[config.mk]
export PLATFORM = sky130hd
export DESIGN_NAME = link_train_seq
export DESIGN_NICKNAME = d
export VERILOG_FILES = /design/src/rtl/lts_pkg.sv /design/src/rtl/lts_mode_sel.sv /design/src/rtl/lts_hop_decode.sv /design/src/rtl/lts_fsm.sv /design/src/rtl/link_train_seq.sv
export SDC_FILE = /design/constraint.sdc
export NUM_CORES = 1
export LEC_CHECK = 0
export CORE_UTILIZATION = 30
export CTS_CLUSTER_DIAMETER = 200
export DETAILED_ROUTE_END_ITERATION = 7
export PLACE_DENSITY = 0.7
export SETUP_SLACK_MARGIN = 0.3
export SYNTH_ARGS = -nofsm -noshare
export SYNTH_HDL_FRONTEND = slang
export SYNTH_SLANG_ARGS = --single-unit
export TNS_END_PERCENT = 100
[constraint.sdc]
create_clock -name clk -period 1.5 [get_ports clk]
set_clock_uncertainty 0.05 [all_clocks]
set_input_delay 0.15 -clock clk [delete_from_list [all_inputs] [get_ports clk]]
set_output_delay 0.15 -clock clk [all_outputs]
set_load 0.1 [all_outputs]
[src/rtl/lts_pkg.sv]
// Shared types for the multi-hop link training sequencer.
// Assumes a 3-bit phase result where zero means pass.
package lts_pkg;
    typedef enum logic [1:0] {
        MODE_NONE = 2'd0,
        MODE_TRANSP = 2'd1,
        MODE_NONTRANSP = 2'd2
    } lts_mode_e;

    typedef enum logic [3:0] {
        ST_IDLE,
        ST_CFG,
        ST_CR_GO,
        ST_CR_WAIT,
        ST_EQ_GO,
        ST_EQ_WAIT,
        ST_NOTIFY,
        ST_CLEAR,
        ST_FINISH
    } lts_state_e;
endpackage

[src/rtl/lts_mode_sel.sv]
// Repeater mode decision. Purely combinational: applies the fixed priority
// presence > firmware-aware (force picks non-transparent) > policy+timeout.
// Assumes inputs are stable when the sequencer latches the output at start.
module lts_mode_sel
    import lts_pkg::*;
(
    input  logic      rpt_present,
    input  logic      fw_aware,
    input  logic      fw_force_nt,
    input  logic      allow_nt,
    input  logic      ext_timeout_ok,
    output lts_mode_e mode_sel
);
    // Priority chain for the mode choice
    always_comb begin
        if (!rpt_present) begin
            mode_sel = MODE_NONE;
        end else if (fw_aware) begin
            mode_sel = fw_force_nt ? MODE_NONTRANSP : MODE_TRANSP;
        end else if (allow_nt && ext_timeout_ok) begin
            mode_sel = MODE_NONTRANSP;
        end else begin
            mode_sel = MODE_NONE;
        end
    end
endmodule

[src/rtl/lts_hop_decode.sv]
// Decodes the raw repeater count code. A single set bit at position
// CODE_W-1-k means k+1 repeaters; any other pattern means zero.
// Assumes HOP_W can hold CODE_W.
module lts_hop_decode #(
    parameter int CODE_W = 8,
    parameter int HOP_W  = 4
) (
    input  logic [CODE_W-1:0] code,
    output logic [HOP_W-1:0]  count
);
    logic [CODE_W-1:0] match;

    // One comparator per legal code value
    for (genvar k = 0; k < CODE_W; k++) begin : g_match
        localparam logic [CODE_W-1:0] PAT = CODE_W'(1) << (CODE_W - 1 - k);
        assign match[k] = (code == PAT);
    end

    // Encode the matching position into a count; no match leaves zero
    always_comb begin
        count = '0;
        for (int k = 0; k < CODE_W; k++) begin
            if (match[k]) count = HOP_W'(k + 1);
        end
    end
endmodule

[src/rtl/lts_fsm.sv]
// Hop sequencing state machine. Latches mode and starting hop at start,
// issues the configuration write, then one clock-recovery and one
// equalization request per hop, notifies repeaters when each hop ends and
// clears lane settings between successful repeater hops.
// Assumes done pulses from the phase controllers arrive only while the
// matching request is outstanding; stray done pulses are ignored.
module lts_fsm
    import lts_pkg::*;
#(
    parameter int HOP_W = 4,
    parameter int RES_W = 3
) (
    input  logic             clk,
    input  logic             rst_n,
    input  logic             start,
    input  lts_mode_e        mode_in,
    input  logic [HOP_W-1:0] rpt_count,
    input  logic             cr_done,
    input  logic [RES_W-1:0] cr_res,
    input  logic             eq_done,
    input  logic [RES_W-1:0] eq_res,
    output logic             cfg_write,
    output logic             cr_start,
    output logic             eq_start,
    output logic             hop_end,
    output logic             lane_clr,
    output logic [HOP_W-1:0] hop_idx,
    output lts_mode_e        mode_out,
    output logic             done,
    output logic [RES_W-1:0] result
);
    lts_state_e       state_q;
    logic [HOP_W-1:0] hop_q;
    logic [RES_W-1:0] res_q;
    logic [RES_W-1:0] result_q;
    lts_mode_e        mode_q;
    logic             done_q;
    logic             at_sink;

    assign at_sink = (hop_q == '0);

    // State, hop counter, latched mode and result registers
    always_ff @(posedge clk) begin
        if (!rst_n) begin
            state_q  <= ST_IDLE;
            hop_q    <= '0;
            res_q    <= '0;
            result_q <= '0;
            mode_q   <= MODE_NONE;
            done_q   <= 1'b0;
        end else begin
            case (state_q)
                ST_IDLE: begin
                    if (start) begin
                        mode_q  <= mode_in;
                        hop_q   <= (mode_in == MODE_NONTRANSP) ? rpt_count : '0;
                        res_q   <= '0;
                        done_q  <= 1'b0;
                        state_q <= ST_CFG;
                    end
                end
                ST_CFG:   state_q <= ST_CR_GO;
                ST_CR_GO: state_q <= ST_CR_WAIT;
                ST_CR_WAIT: begin
                    if (cr_done) begin
                        res_q <= cr_res;
                        if (cr_res == '0) state_q <= ST_EQ_GO;
                        else if (!at_sink) state_q <= ST_NOTIFY;
                        else state_q <= ST_FINISH;
                    end
                end
                ST_EQ_GO: state_q <= ST_EQ_WAIT;
                ST_EQ_WAIT: begin
                    if (eq_done) begin
                        res_q   <= eq_res;
                        state_q <= at_sink ? ST_FINISH : ST_NOTIFY;
                    end
                end
                ST_NOTIFY: state_q <= (res_q != '0) ? ST_FINISH : ST_CLEAR;
                ST_CLEAR: begin
                    hop_q   <= hop_q - HOP_W'(1);
                    state_q <= ST_CR_GO;
                end
                ST_FINISH: begin
                    result_q <= res_q;
                    done_q   <= 1'b1;
                    state_q  <= ST_IDLE;
                end
                default: state_q <= ST_IDLE;
            endcase
        end
    end

    // Moore action pulses decoded from the state
    always_comb begin
        cfg_write = (state_q == ST_CFG);
        cr_start  = (state_q == ST_CR_GO);
        eq_start  = (state_q == ST_EQ_GO);
        hop_end   = (state_q == ST_NOTIFY);
        lane_clr  = (state_q == ST_CLEAR);
    end

    assign hop_idx  = hop_q;
    assign mode_out = mode_q;
    assign done     = done_q;
    assign result   = result_q;
endmodule

[src/rtl/link_train_seq.sv]
// Multi-hop link training sequencer, top level. Chooses the repeater mode,
// decodes the repeater count and runs the hop state machine that drives the
// external clock-recovery and equalization phase controllers.
// Assumes a single clock domain with phase controllers in it.
module link_train_seq
    import lts_pkg::*;
#(
    parameter int CODE_W = 8,
    parameter int RES_W  = 3,
    parameter int HOP_W  = $clog2(CODE_W + 1)
) (
    input  logic              clk,
    input  logic              rst_n,
    input  logic              start,
    input  logic              rpt_present,
    input  logic [CODE_W-1:0] rpt_cnt_code,
    input  logic              fw_aware,
    input  logic              fw_force_nt,
    input  logic              allow_nt,
    input  logic              ext_timeout_ok,
    output logic              cfg_write,
    output logic              cr_start,
    input  logic              cr_done,
    input  logic [RES_W-1:0]  cr_res,
    output logic              eq_start,
    input  logic              eq_done,
    input  logic [RES_W-1:0]  eq_res,
    output logic [HOP_W-1:0]  hop_idx,
    output logic              hop_end,
    output logic              lane_clr,
    output logic [1:0]        mode,
    output logic              done,
    output logic [RES_W-1:0]  result
);
    lts_mode_e        mode_pick;
    lts_mode_e        mode_held;
    logic [HOP_W-1:0] rpt_count;

    lts_mode_sel u_mode_sel (
        .rpt_present   (rpt_present),
        .fw_aware      (fw_aware),
        .fw_force_nt   (fw_force_nt),
        .allow_nt      (allow_nt),
        .ext_timeout_ok(ext_timeout_ok),
        .mode_sel      (mode_pick)
    );

    lts_hop_decode #(.CODE_W(CODE_W), .HOP_W(HOP_W)) u_hop_decode (
        .code (rpt_cnt_code),
        .count(rpt_count)
    );

    lts_fsm #(.HOP_W(HOP_W), .RES_W(RES_W)) u_fsm (
        .clk      (clk),
        .rst_n    (rst_n),
        .start    (start),
        .mode_in  (mode_pick),
        .rpt_count(rpt_count),
        .cr_done  (cr_done),
        .cr_res   (cr_res),
        .eq_done  (eq_done),
        .eq_res   (eq_res),
        .cfg_write(cfg_write),
        .cr_start (cr_start),
        .eq_start (eq_start),
        .hop_end  (hop_end),
        .lane_clr (lane_clr),
        .hop_idx  (hop_idx),
        .mode_out (mode_held),
        .done     (done),
        .result   (result)
    );

    assign mode = mode_held;
endmodule

==> results.txt, run 1 <==
WL/cell: 14.9 um
Area share of the largest cell type after synthesis: 0.281
Detail Route Antenna Nets: 0
Synth unique cells: 43
IO Count: 39
Number of global-route vias before repair: 1432
Die Wd: 65.5 um
All-layer global routing usage: 0.194
Mapped Area: 1210 um^2
Sequential area share after synthesis: 0.281
Die area: 4300 um^2
Pwr Density: 617 nW/um^2
Most frequent cells in the layout: buf_4 (42), clkdlybuf4s50_1 (22), buf_6 (15), buf_12 (15), nor2b_1 (11)
Status: finished with violations
Inserted Diodes: 0
Root buf cell: clkbuf_8
CP max FO: 2
Violations in the final reports: setup timing
Initial Utilization: 0.321
Vias: 1567
CP required: 1.59 ns
Avg Cell Area, Syn: 7.71 um^2
Measured slew at the worst slew-check pin: 0.367 ns
CP Buf/Inv Count: 1
End of the worst hold path: u_fsm.state_q[2]$_SDFFE_PN0P_
Top_reg_cell synth: dfxtp_1
Total grt overflow: 0
Clock sink total: 17
Final hold slack: 0.340 ns
Startpoint types: flip-flop
Vias/cell: 5.29
Mapped Nets: 182
Share of cells above drive strength 1: 0.540
Critical path's largest stage delay: 0.39 ns
Final worst slack: -0.213 ns
R2R Setup Slk: -0.21 ns
Delay-heaviest family, CP: compound AO/OA/AOI/OAI gates
First-pass GRT wire length: 6360 um
Drt drc: 0
CP Class: flip-flop to flip-flop
Hold Path Depth: 4
Worst setup EP type: flip-flop
Row cnt: 22
CTS Hold Bufs: 0
RSZ-0062 raised after global routing: true
Num CTS Buffers: 3
Clock-pin transition on the worst setup and hold timing paths: 0.07 ns
Place WS: -0.323 ns
Synth warn: 0
CTS tree: built
Router iterations before antenna repair: 4
Die Ht: 65.5 um
Fin nets: 274
Placer Congestion: 0.888
CORE AREA: 3770 um^2
Utilization after layout: 0.693
Leak: 1.01 nW
Final period utilization: 1.14
Post-layout minimum cycle time: 1.71 ns
Async SR Flop Fraction: 0
Layout area overhead: 116%
Max-cap violations: 0
IO buf count: 38
DRT Wirelength: 4400 um
Worst vdd ir: 0.548 mV
Initial antenna violation count: 0
Maximum clock path buffer count: 2
H-tree lvl count: 1
Crit path arrival time: 1.81 ns
Clk_lat worst skew: 0.26 ns
DR iter-0 viols: 75
Dominant cells by area after synthesis: dfxtp_1 (28%), nor2b_1 (6.2%), mux2i_1 (5.8%)
Most common cell after layout, fill and taps aside: buf_4
Pins Over Slew Limit: 0
Flops & latches, synth: 17
Mapped Cells: 157
Largest net degree at the start of global routing: 15
Slowest-stage cell, CP: or3b_4
Rel. slew slack: 0.753
Crit path cell chain: inv_2 > ha_4 > or3b_4 > o21ai_2 > o31ai_1 > a221o_1
RR Endpoint: u_fsm.state_q[1]$_SDFFE_PN0P_
R2R cell count: 6
Hold path startpoint: eq_done
Post-synth EDFFs: 0
Fmax: 584 MHz
Area leader, netlist: dfxtp_1
Hold Vio Cnt, Final: 0
R2R Path Start: u_fsm.hop_idx[1]$_SDFFE_PN0P_
Setup TNS Final: -0.929 ns
HP Class: input pin to flip-flop
Setup-failing EPs final: 14
Post-detail-place hpwl: 2730 um
-- registers in the layout, summed over array words and instances, names as in the netlist --
register,count
u_fsm.done,1
u_fsm.hop_idx,4
u_fsm.res_q,3
u_fsm.mode_out,2
u_fsm.state_q,4
u_fsm.result,3
-- stage by stage --
stage	total power, mW	area (um^2)	cells
after floorplan	0.833	1330	157
after global placement	1.09	2140	272
final	1.61	2610	296
after detailed placement	1.09	2140	272
after global routing	1.68	2610	296
after CTS	1.55	2510	290
-- per-layer routing --
metal  up-vias  GRT usage  share of wire
met3        18     0.0417          0.044
met5         -          0              0
li1        763          -              -
met2        46      0.335           0.49
met1       740      0.236           0.43
met4         0     0.0625          0.036
-- power by group --
part	switching, mW	internal [mW]	leakage [nW]	total, mW
Combinational	0.390	0.385	0.839	0.775
Sequential	0.0188	0.463	0.145	0.482
Clock	0.173	0.185	0.0255	0.357
Total	0.581	1.03	1.01	1.61
-- tightest hold or removal path: stages --
cell and delay, ns:
dlygate4sd2_1 0.23, nor2_2 0.07, nand2_1 0.10, o21ai_1 0.07
-- cells by family (layout without fill, tap and decap cells) --
family                     Yosys count  after routing  synth area share
xor gates and xnor gates             3              3            0.0217
muxes                                7              7            0.0579
DFF                                 17             17             0.281
buffers and inverters               14            105            0.0475
and+or+nand+nor                     76             76             0.355
adders and majority gates            1              1            0.0103
AOI/OAI and AO/OA                   39             39             0.226
-- Yosys cell counts (2+ instances only) --
master	n
nor4_1	4
nor2_1	18
dfxtp_1	17
a21boi_1	3
and4b_1	2
a31oi_1	4
nor3_1	8
nand2b_1	6
inv_1	5
o21ai_0	7
clkbuf_1	5
o21ai_1	2
nand4_1	2
buf_2	4
a21oi_1	7
nand3_1	2
and3_1	4
nand4b_1	2
nor2b_1	12
o32ai_1	2
o31ai_1	3
a22oi_1	3
mux2i_1	7
nand2_1	8
xor2_1	2
-- worst max path at each step --
stage	start	endpoint	slack [ns]	depth (start not counted)
CTS	u_fsm.hop_idx[1]$_SDFFE_PN0P_	u_fsm.state_q[1]$_SDFFE_PN0P_	-0.14	6
detailed placement	eq_done	u_fsm.res_q[2]$_SDFFE_PN0P_	-0.32	6
global placement	eq_done	u_fsm.res_q[2]$_SDFFE_PN0P_	-0.31	6
global route	u_fsm.hop_idx[1]$_SDFFE_PN0P_	u_fsm.state_q[1]$_SDFFE_PN0P_	-0.23	6
finish	u_fsm.hop_idx[1]$_SDFFE_PN0P_	u_fsm.state_q[1]$_SDFFE_PN0P_	-0.21	6
floorplan	u_fsm.state_q[3]$_SDFFE_PN0P_	u_fsm.hop_idx[0]$_SDFFE_PN0P_	-0.27	6
-- layout make-up --
class,instances,area [um^2]
flip-flops and latches,17,370
multi-input cells,126,1080
inverters,5,25.0
well taps,48,60.1
repair buffers,96,1030
fillers,246,1160
clock inverters,1,5.00
clock buffers,3,41.3
-- what timing repair did --
| item | CTS | global route |
|---|---|---|
| pin swaps | 15 | 14 |
| endpoints found under the setup margin | 22 | 22 |
| gates resized for setup | 56 | 12 |
| endpoints found under the hold margin | 0 | 0 |
| buffers inserted | 14 | 6 |
(Power assumes the default switching activity.)
==> run 2: changes to the inputs <==
--- a/config.mk
+++ b/config.mk
@@ -13,4 +13,3 @@
 export SYNTH_ARGS = -nofsm -noshare
 export SYNTH_HDL_FRONTEND = slang
 export SYNTH_SLANG_ARGS = --single-unit
-export TNS_END_PERCENT = 100
==> results of run 2 <==
No change in the layout: final DEF, timing and power equal those of run 1.
